$ cat config.mk
export PLATFORM = sky130hd
export DESIGN_NAME = usb_tx_serializer
export DESIGN_NICKNAME = d
export VERILOG_FILES = /design/src/rtl/usb_tx_pkg.sv /design/src/rtl/usb_tx_bittimer.sv /design/src/rtl/usb_tx_bitsource.sv /design/src/rtl/usb_tx_linecoder.sv /design/src/rtl/usb_tx_serializer.sv
export SDC_FILE = /design/constraint.sdc
export NUM_CORES = 1
export LEC_CHECK = 0
export ABC_AREA = 1
export BUFFER_PORTS_ARGS = -buffer_cell sky130_fd_sc_hd__buf_2
export CORE_MARGIN = 8
export CORE_UTILIZATION = 35
export DETAILED_ROUTE_END_ITERATION = 8
export GPL_TIMING_DRIVEN = 1
export SLEW_MARGIN = 20
export SYNTH_ARGS = -nofsm -noshare
export SYNTH_HDL_FRONTEND = slang
export SYNTH_SLANG_ARGS = --single-unit
export TNS_END_PERCENT = 30
$ cat constraint.sdc
create_clock -name clk -period 2.8 [get_ports clk]
set_clock_uncertainty 0.05 [all_clocks]
set_input_delay 0.42 -clock clk [delete_from_list [all_inputs] [get_ports clk]]
set_output_delay 0.42 -clock clk [all_outputs]
set_load 0.02 [all_outputs]
$ cat src/rtl/usb_tx_pkg.sv
package usb_tx_pkg;

    typedef enum logic [1:0] {
        SRC_IDLE,
        SRC_SYNC,
        SRC_DATA,
        SRC_CRC
    } src_phase_e;

    typedef enum logic [2:0] {
        LC_IDLE,
        LC_DATA,
        LC_SE0_A,
        LC_SE0_B,
        LC_EOP_J
    } lc_state_e;

    typedef struct packed {
        logic oe;
        logic se0;
        logic lvl;
    } line_sym_t;

    localparam logic [7:0]  SYNC_BYTE  = 8'h80;
    localparam logic [15:0] CRC16_POLY = 16'h8005;
    localparam logic [15:0] CRC16_INIT = 16'hFFFF;
    localparam int          STUFF_RUN  = 6;

    function automatic logic [15:0] crc16_step(input logic [15:0] c, input logic b);
        logic fb;
        fb = b ^ c[15];
        return {c[14:0], 1'b0} ^ (fb ? CRC16_POLY : 16'h0000);
    endfunction

endpackage

$ cat src/rtl/usb_tx_bittimer.sv
module usb_tx_bittimer #(
    parameter int CLK_PER_BIT = 4
) (
    input  logic clk,
    input  logic rst,
    input  logic run,
    output logic tick
);
    generate
        if (CLK_PER_BIT <= 1) begin : g_every
            assign tick = run;
        end else begin : g_div
            localparam int CW = $clog2(CLK_PER_BIT);
            localparam logic [CW-1:0] LAST = CW'(CLK_PER_BIT - 1);
            logic [CW-1:0] cnt;

            always_ff @(posedge clk) begin
                if (rst || !run)
                    cnt <= '0;
                else if (cnt == LAST)
                    cnt <= '0;
                else
                    cnt <= cnt + 1'b1;
            end

            assign tick = run && (cnt == '0);
        end
    endgenerate
endmodule

$ cat src/rtl/usb_tx_bitsource.sv
module usb_tx_bitsource
    import usb_tx_pkg::*;
(
    input  logic       clk,
    input  logic       rst,
    input  logic       in_valid,
    input  logic       in_first,
    input  logic       in_last,
    input  logic       in_kind_crc,
    input  logic [7:0] in_data,
    output logic       in_ready,
    input  logic       line_idle,
    input  logic       bit_take,
    output logic       bit_valid,
    output logic       bit_val,
    output logic       busy
);
    src_phase_e  phase;
    logic [15:0] sh;
    logic [3:0]  cnt;
    logic [7:0]  pend_d;
    logic        pend_v;
    logic        pend_last;
    logic        cur_last;
    logic        cur_pid;
    logic        crc_en;
    logic        last_seen;
    logic [15:0] crc;
    logic [15:0] crc_nxt;
    logic        accept;
    logic        byte_done;

    assign busy      = (phase != SRC_IDLE);
    assign bit_valid = busy;
    assign bit_val   = (phase == SRC_CRC) ? sh[15] : sh[0];
    assign in_ready  = (phase == SRC_IDLE) ? line_idle
                                           : ((phase != SRC_CRC) && !pend_v && !last_seen);
    assign accept    = in_valid && in_ready;
    assign byte_done = (cnt == 4'd7);
    assign crc_nxt   = ((phase == SRC_DATA) && !cur_pid && crc_en)
                       ? crc16_step(crc, sh[0]) : crc;

    always_ff @(posedge clk) begin
        if (rst) begin
            phase     <= SRC_IDLE;
            sh        <= '0;
            cnt       <= '0;
            pend_d    <= '0;
            pend_v    <= 1'b0;
            pend_last <= 1'b0;
            cur_last  <= 1'b0;
            cur_pid   <= 1'b0;
            crc_en    <= 1'b0;
            last_seen <= 1'b0;
            crc       <= CRC16_INIT;
        end else if (phase == SRC_IDLE) begin
            if (accept && in_first) begin
                pend_d    <= in_data;
                pend_v    <= 1'b1;
                pend_last <= in_last;
                last_seen <= in_last;
                crc_en    <= in_kind_crc;
                crc       <= CRC16_INIT;
                sh        <= {8'h00, SYNC_BYTE};
                cnt       <= '0;
                phase     <= SRC_SYNC;
            end
        end else begin
            if (accept) begin
                pend_d    <= in_data;
                pend_v    <= 1'b1;
                pend_last <= in_last;
                last_seen <= in_last;
            end
            if (bit_take) begin
                if (phase == SRC_CRC) begin
                    sh  <= {sh[14:0], 1'b0};
                    cnt <= cnt + 1'b1;
                    if (cnt == 4'd15)
                        phase <= SRC_IDLE;
                end else begin
                    crc <= crc_nxt;
                    sh  <= {1'b0, sh[15:1]};
                    cnt <= cnt + 1'b1;
                    if (byte_done) begin
                        cnt <= '0;
                        if ((phase == SRC_SYNC) || !cur_last) begin
                            sh       <= {8'h00, pend_d};
                            cur_last <= pend_last;
                            cur_pid  <= (phase == SRC_SYNC);
                            pend_v   <= 1'b0;
                            phase    <= SRC_DATA;
                        end else if (crc_en) begin
                            sh    <= ~crc_nxt;
                            phase <= SRC_CRC;
                        end else begin
                            phase <= SRC_IDLE;
                        end
                    end
                end
            end
        end
    end
endmodule

$ cat src/rtl/usb_tx_linecoder.sv
module usb_tx_linecoder
    import usb_tx_pkg::*;
(
    input  logic      clk,
    input  logic      rst,
    input  logic      tick,
    input  logic      bit_valid,
    input  logic      bit_val,
    output logic      bit_take,
    output line_sym_t sym,
    output logic      idle
);
    lc_state_e  state;
    logic [2:0] ones;
    logic       stuff_now;

    assign stuff_now = (ones == 3'(STUFF_RUN));
    assign idle      = (state == LC_IDLE);
    assign bit_take  = tick && bit_valid &&
                       ((state == LC_IDLE) || ((state == LC_DATA) && !stuff_now));

    always_ff @(posedge clk) begin
        if (rst) begin
            state <= LC_IDLE;
            ones  <= '0;
            sym   <= '{oe: 1'b0, se0: 1'b0, lvl: 1'b1};
        end else if (tick) begin
            unique case (state)
                LC_IDLE: begin
                    if (bit_valid) begin
                        sym.oe  <= 1'b1;
                        sym.se0 <= 1'b0;
                        sym.lvl <= bit_val ? sym.lvl : ~sym.lvl;
                        ones    <= bit_val ? 3'd1 : 3'd0;
                        state   <= LC_DATA;
                    end
                end
                LC_DATA: begin
                    if (stuff_now) begin
                        sym.lvl <= ~sym.lvl;
                        ones    <= '0;
                    end else if (bit_valid) begin
                        sym.lvl <= bit_val ? sym.lvl : ~sym.lvl;
                        ones    <= bit_val ? ones + 1'b1 : 3'd0;
                    end else begin
                        sym.se0 <= 1'b1;
                        state   <= LC_SE0_A;
                    end
                end
                LC_SE0_A: state <= LC_SE0_B;
                LC_SE0_B: begin
                    sym.se0 <= 1'b0;
                    sym.lvl <= 1'b1;
                    state   <= LC_EOP_J;
                end
                LC_EOP_J: begin
                    sym.oe <= 1'b0;
                    ones   <= '0;
                    state  <= LC_IDLE;
                end
                default: state <= LC_IDLE;
            endcase
        end
    end
endmodule

$ cat src/rtl/usb_tx_serializer.sv
module usb_tx_serializer
    import usb_tx_pkg::*;
#(
    parameter int CLK_PER_BIT = 4
) (
    input  logic       clk,
    input  logic       rst,
    input  logic       in_valid,
    input  logic       in_first,
    input  logic       in_last,
    input  logic       in_kind_crc,
    input  logic [7:0] in_data,
    output logic       in_ready,
    output logic       tx_oe,
    output logic       tx_dp,
    output logic       tx_dn
);
    logic      bit_tick;
    logic      src_busy;
    logic      lc_idle;
    logic      bit_valid;
    logic      bit_val;
    logic      bit_take;
    line_sym_t sym;

    usb_tx_bittimer #(.CLK_PER_BIT(CLK_PER_BIT)) u_timer (
        .clk  (clk),
        .rst  (rst),
        .run  (src_busy || !lc_idle),
        .tick (bit_tick)
    );

    usb_tx_bitsource u_src (
        .clk         (clk),
        .rst         (rst),
        .in_valid    (in_valid),
        .in_first    (in_first),
        .in_last     (in_last),
        .in_kind_crc (in_kind_crc),
        .in_data     (in_data),
        .in_ready    (in_ready),
        .line_idle   (lc_idle),
        .bit_take    (bit_take),
        .bit_valid   (bit_valid),
        .bit_val     (bit_val),
        .busy        (src_busy)
    );

    usb_tx_linecoder u_coder (
        .clk       (clk),
        .rst       (rst),
        .tick      (bit_tick),
        .bit_valid (bit_valid),
        .bit_val   (bit_val),
        .bit_take  (bit_take),
        .sym       (sym),
        .idle      (lc_idle)
    );

    assign tx_oe = sym.oe;
    assign tx_dp = sym.lvl & ~sym.se0;
    assign tx_dn = ~sym.lvl & ~sym.se0;
endmodule

[Word level (Yosys, flattened, before mapping)]
Index checks and enable logic that the tools add are counted.
Word-level totals
  flip-flop bits (word level): 62
  bits of input ports: 14
  output and inout bits: 4
  logic and storage cells: 149
Operators by class
  add/sub/neg operators: 3
  equal/unequal tests: 19
  muxes and demuxes: 59
  bitwise operators: 9
  reduce and logical (&&, ||, !) cells: 43
Operators by type and width (number)
  2-to-1 mux 16 bit: 13
  2-to-1 mux 3 bit: 8
  2-to-1 mux 8 bit: 3
  2-to-1 mux 4 bit: 5
  2-to-1 mux 1 bit: 18
  2-to-1 mux 2 bit: 8
  NOT 16 bit: 1
  AND reduction 4 bit: 4
  XOR 16 bit: 1
  != test 2 bit, second input constant: 6
  case mux 3 bit (4 select lines): 1
  logical AND 1 bit: 10
  AND reduction 5 bit: 2
  case mux 3 bit (3 select lines): 1
  nonzero test 3 bit: 3
  nonzero test 2 bit: 4
  zero test 1 bit: 7
  == test 2 bit, second input constant: 3
  == test 3 x 2 -> 1 bit, second input constant: 2
  == test 3 bit, second input constant: 2
  case mux 2 bit (3 select lines): 1
  AND reduction 2 bit: 3
  AND reduction 3 bit: 2
  adder 4 x 1 -> 4 bit, second input constant: 1
  16 further kinds: 24

[Longest topological paths before layout]
  depth after elaboration: 11
  mapped depth: 11
  mapped depth without buffers: 11

[By module]
A second synthesis with hierarchy kept.
Second synthesis, totals
  cells, all modules: 532
  area, all modules: 3598.5 um^2
Modules (own cells, without submodules)
  usb_tx_bitsource: times used 1, cells an instance 423, area each 2846.5 um^2, seq. area each 1021.0 um^2
  usb_tx_linecoder: times used 1, cells an instance 90, area each 626.9 um^2, seq. area each 180.2 um^2
  usb_tx_bittimer: times used 1, cells an instance 14, area each 103.8 um^2, seq. area each 40.0 um^2
  usb_tx_serializer: times used 1, cells an instance 5, area each 21.3 um^2, seq. area each 0.0 um^2

[Worst setup path after synthesis]
No wires, ideal clock.
  kind: reg2reg
  from: register u_src.phase[0]
  to: register u_src.pend_d[0]
  setup time: 0.113 ns
  data arrival time: 1.692 ns
  data required time: 2.637 ns
  path slack: 0.945 ns
  cell stages (with the launch flop): 10
  path buffers: 1
  period minus slack after synthesis: 1.855 ns
  path through: dfxtp_1 -> inv_1 -> ha_1 -> inv_1 -> nand2_4 -> o31ai_4 -> nand3_4 -> buf_6 -> nor2_1 -> nor2_1
Between the ends
  longest elaborated chain between the ends: 8
  elaborated cells between the ends (all ways): 11
  classes of those cells: 2 x eq/ne; 2 x mux; 7 x reduce/logical
RTL lines
  start, declared: RTL line usb_tx_bitsource.sv:18  | src_phase_e phase;
  start signal, assigned: RTL line usb_tx_bitsource.sv:45  | phase <= SRC_IDLE;
  start signal, assigned: RTL line usb_tx_bitsource.sv:66  | phase <= SRC_SYNC;
  start signal, assigned: RTL line usb_tx_bitsource.sv:80  | phase <= SRC_IDLE;
  != test 2 bit: RTL line usb_tx_bitsource.sv:37  | : ((phase != SRC_CRC) && !pend_v && !last_seen);
  logical AND 1 bit (2 in series): RTL line usb_tx_bitsource.sv:37
  2-to-1 mux 1 bit (*): RTL line usb_tx_bitsource.sv:36  | assign in_ready = (phase == SRC_IDLE) ? line_idle
  net in_ready: RTL line usb_tx_serializer.sv:13  | output logic in_ready,
  logical AND 1 bit (*): RTL line usb_tx_bitsource.sv:38  | assign accept = in_valid && in_ready;
  logical AND 1 bit: RTL line usb_tx_bitsource.sv:57  | if (accept && in_first) begin
  != test 2 bit (no source line)
  AND reduction 2 bit (no source line) (*)
  end signal, assigned: RTL line usb_tx_bitsource.sv:58  | pend_d <= in_data;
  end signal, assigned: RTL line usb_tx_bitsource.sv:70  | pend_d <= in_data;
  end, declared: RTL line usb_tx_bitsource.sv:21  | logic [7:0] pend_d;
The timed path passes the listed nets; every way through them passes the cells marked *.
A chain may end at the register's enable or synchronous reset.

[Worst setup path in the final report]
  from: register u_src.phase[0]
  to: output port in_ready
Between the ends
  longest elaborated chain between the ends: 4
  elaborated cells between the ends (all ways): 5
  classes of those cells: 1 x eq/ne; 1 x mux; 3 x reduce/logical
RTL lines (RTL line)
  != test 2 bit: usb_tx_bitsource.sv:37
  logical AND 1 bit (2 in series): usb_tx_bitsource.sv:37
  2-to-1 mux 1 bit (*): usb_tx_bitsource.sv:36
  end, declared: usb_tx_serializer.sv:13
Mark *: on every way between the ends. The rest lies on a longest branch, timed or not.

==> impl_metrics.tcl <==
set metrics [dict create \
    setup_viol_count_final 0 \
    r2r_cells 9 \
    grt_pass1_vias 3240 \
    maxCapViolCount 0 \
    path_max_fanout 9 \
    reg2reg_slack_ps 680 \
    clockRootBuffer "clkbuf_8" \
    crit_type "reg2out" \
    cts_tree "yes" \
    hold_path_class "in2reg" \
    met3_length_um 321 \
    grt_pass1_wl_mm 15.1 \
    drt_wl_total_mm 8.78 \
    post_cts_buffers 0 \
    core-area_um2 9770 \
    post-route-period-util 0.844 \
    synthesis.area_um2 3510 \
    synth_top_flop_cell "dfxtp_1" \
    clock-sinks 62 \
    yosysSeqAreaShare 0.353 \
    dieWidth_um 116 \
    drv_slew 0 \
    startpoint_type "flop" \
    postSynthAreaPerCell_um2 6.44 \
    cp-end-kind "primary output" \
    design_area_um2 3890 \
    r2r-end "u_src.crc[7]$_SDFFE_PP1P_" \
    path_clk_slew_ps 70 \
    pin_count 18 \
    yosysWarnings 0 \
    status "finished, final reports clean" \
    grt_max_degree 37 \
    num_vias 3383 \
    min_to "u_src.pend_d[1]$_SDFFE_PP0P_" \
    antenna_found_initial 0 \
    ys_ff_latch 62 \
    die_h_um 116 \
    place_ws_ps 707 \
    max_clock_freq_mhz 423 \
    wl_per_cell_um 12.7 \
    ir_drop_v 0.000346 \
    synth.distinct_cells 28 \
    arrival_ps 1890 \
    clkLatencyLatePin_ps 340 \
    regToRegStartpoint "u_src.phase[0]$_SDFFE_PP0P_" \
    nNetsFinal 577 \
    drt_iter0_markers 195 \
    top_layer_used "met4" \
    synth-edff-count 0 \
    powerDensity_nw_per_um2 1090 \
    fin_total_pwr_mw 4.22 \
    drcViolationCount 0 \
    period_needed_ps 2360 \
    io_buffer_count 17 \
    met1_length_mm 4.15 \
    cts_max_path_buffers 2 \
    syn-num-nets 568 \
    final_core_util 0.398 \
    start_util 0.359 \
    dr.pass1.iters 5 \
    fin_setup_tns_ps 0 \
    avgViaCountPerCell 4.89 \
    cp.required_ps 2330 \
    routabilityCongestion 0.876 \
    grt-ovfl-total 0 \
    worstHoldStart "in_data[1]" \
    rsz0062_at_grt "false" \
    die_area_um2 13500 \
    num_rows 36 \
    num_antenna_cells 0 \
    met2_wirelength_mm 4.15 \
    hold_buffers 0 \
    hold_viol_final 0 \
    cts_buffers 9 \
    postPlaceCellArea_um2 3650 \
    h-tree-depth 3 \
    synth_cells 545 \
    post_cts_resized 0 \
    areaGrowthSynthToFinish_pct 10.7 \
    leakage_nw 1.84 \
    dp_hpwl_mm 6.25 \
    async_reset_ff_frac 0 \
    whs_path_depth 3 \
    slew_headroom 0.600 \
    grt_use_total 0.140 \
    setup_ws_ps 437 \
    worst_pin_slew_ps 594 \
    drive_above_1_share 0.100 \
    drtAntennaViolNets 0 \
]
-- kinds of logic (layout without fill, tap and decap cells) --
family                   Yosys count  in the layout  synth area share
buffers and inverters             74             88            0.0951
adder cells (fa/ha/maj)            9              9            0.0321
flip-flops                        62             62             0.353
AND/OR/NAND/NOR                  306            306             0.367
XOR/XNOR                           2              2           0.00499
AO/OA/AOI/OAI                     92             92             0.147
-- worst max-delay path, cell delays in order (launching register included) --
cell     delay, ps
dfxtp_1        390
inv_1           90
ha_1           220
inv_1          190
nand2_4        150
o31ai_4        280
buf_2          230
-- synthesized netlist by cell type (all sizes together), types with 7 or more instances --
library cell  count  area share
buf              12       0.028
dfxtp            62        0.35
nor2             62       0.069
ha                9       0.032
nand2           192        0.22
inv              51       0.055
o211ai           13       0.028
nand4             7       0.012
a21oi            40       0.058
o21ai            35       0.050
clkbuf           11       0.012
nand3            42       0.065
-- registers in the layout (all words and copies together), names as in the netlist --
name	count
u_coder.state	3
u_timer.g_div.cnt	2
u_src.cur_pid	1
u_src.pend_d	8
u_src.phase	2
u_src.crc_en	1
u_coder.sym	3
u_src.crc	16
u_src.cnt	4
u_coder.ones	3
u_src.pend_last	1
u_src.sh	16
u_src.pend_v	1
u_src.cur_last	1
-- final cells by class --
cell class / instances / area (µm²)
inverters: 51 / 194
fillers: 1055 / 5890
multi-input cells: 409 / 1940
well taps: 133 / 166
clock inverters: 3 / 65.1
flip-flops and latches: 62 / 1240
clock buffers: 13 / 169
repair buffers: 21 / 115
-- stage by stage --
stage	hold WS (ps)	cells
2_1_floorplan	367	545
3_3_place_gp	376	676
3_5_place_dp	408	676
4_1_cts	239	692
5_1_grt	250	692
6_report	243	692
-- power by group --
part           switching (mW)  internal [mW]
Clock                   0.362          0.574
Sequential              0.173           1.13
Combinational            1.35          0.636
-- how the worst max path moves through the flow --
stage	start	end	slack, ps	cells past startpoint
6_report	u_src.phase[0]$_SDFFE_PP0P_	in_ready	440	6
5_1_grt	u_src.phase[0]$_SDFFE_PP0P_	in_ready	320	6
4_1_cts	u_src.phase[0]$_SDFFE_PP0P_	in_ready	430	6
3_5_place_dp	u_src.phase[0]$_SDFFE_PP0P_	u_src.crc[0]$_SDFFE_PP1P_	710	8
3_3_place_gp	u_src.phase[1]$_SDFFE_PP0P_	u_src.crc[12]$_SDFFE_PP1P_	760	8
2_1_floorplan	u_src.phase[0]$_SDFFE_PP0P_	u_src.pend_d[0]$_SDFFE_PP0P_	950	9
-- cells in the final DEF, fill, tap and decap left out, types with 3 or more instances in the layout --
cell type,count
a21oi_1,39
buf_2,17
buf_4,4
clkbuf_8,12
dfxtp_1,62
ha_1,9
inv_1,48
nand2_1,185
nand2_2,3
nand2_4,4
nand3_1,40
nand4_1,7
nor2_1,58
nor2_2,4
o211ai_1,13
o21ai_0,35
-- routing by layer --
layer / vias up / track usage
li1: 1772 / -
met1: 1532 / 0.171
met2: 67 / 0.237
met3: 12 / 0.0222
met4: 0 / 0.0666
met5: - / 0
Power figures use the tool's default switching activity.
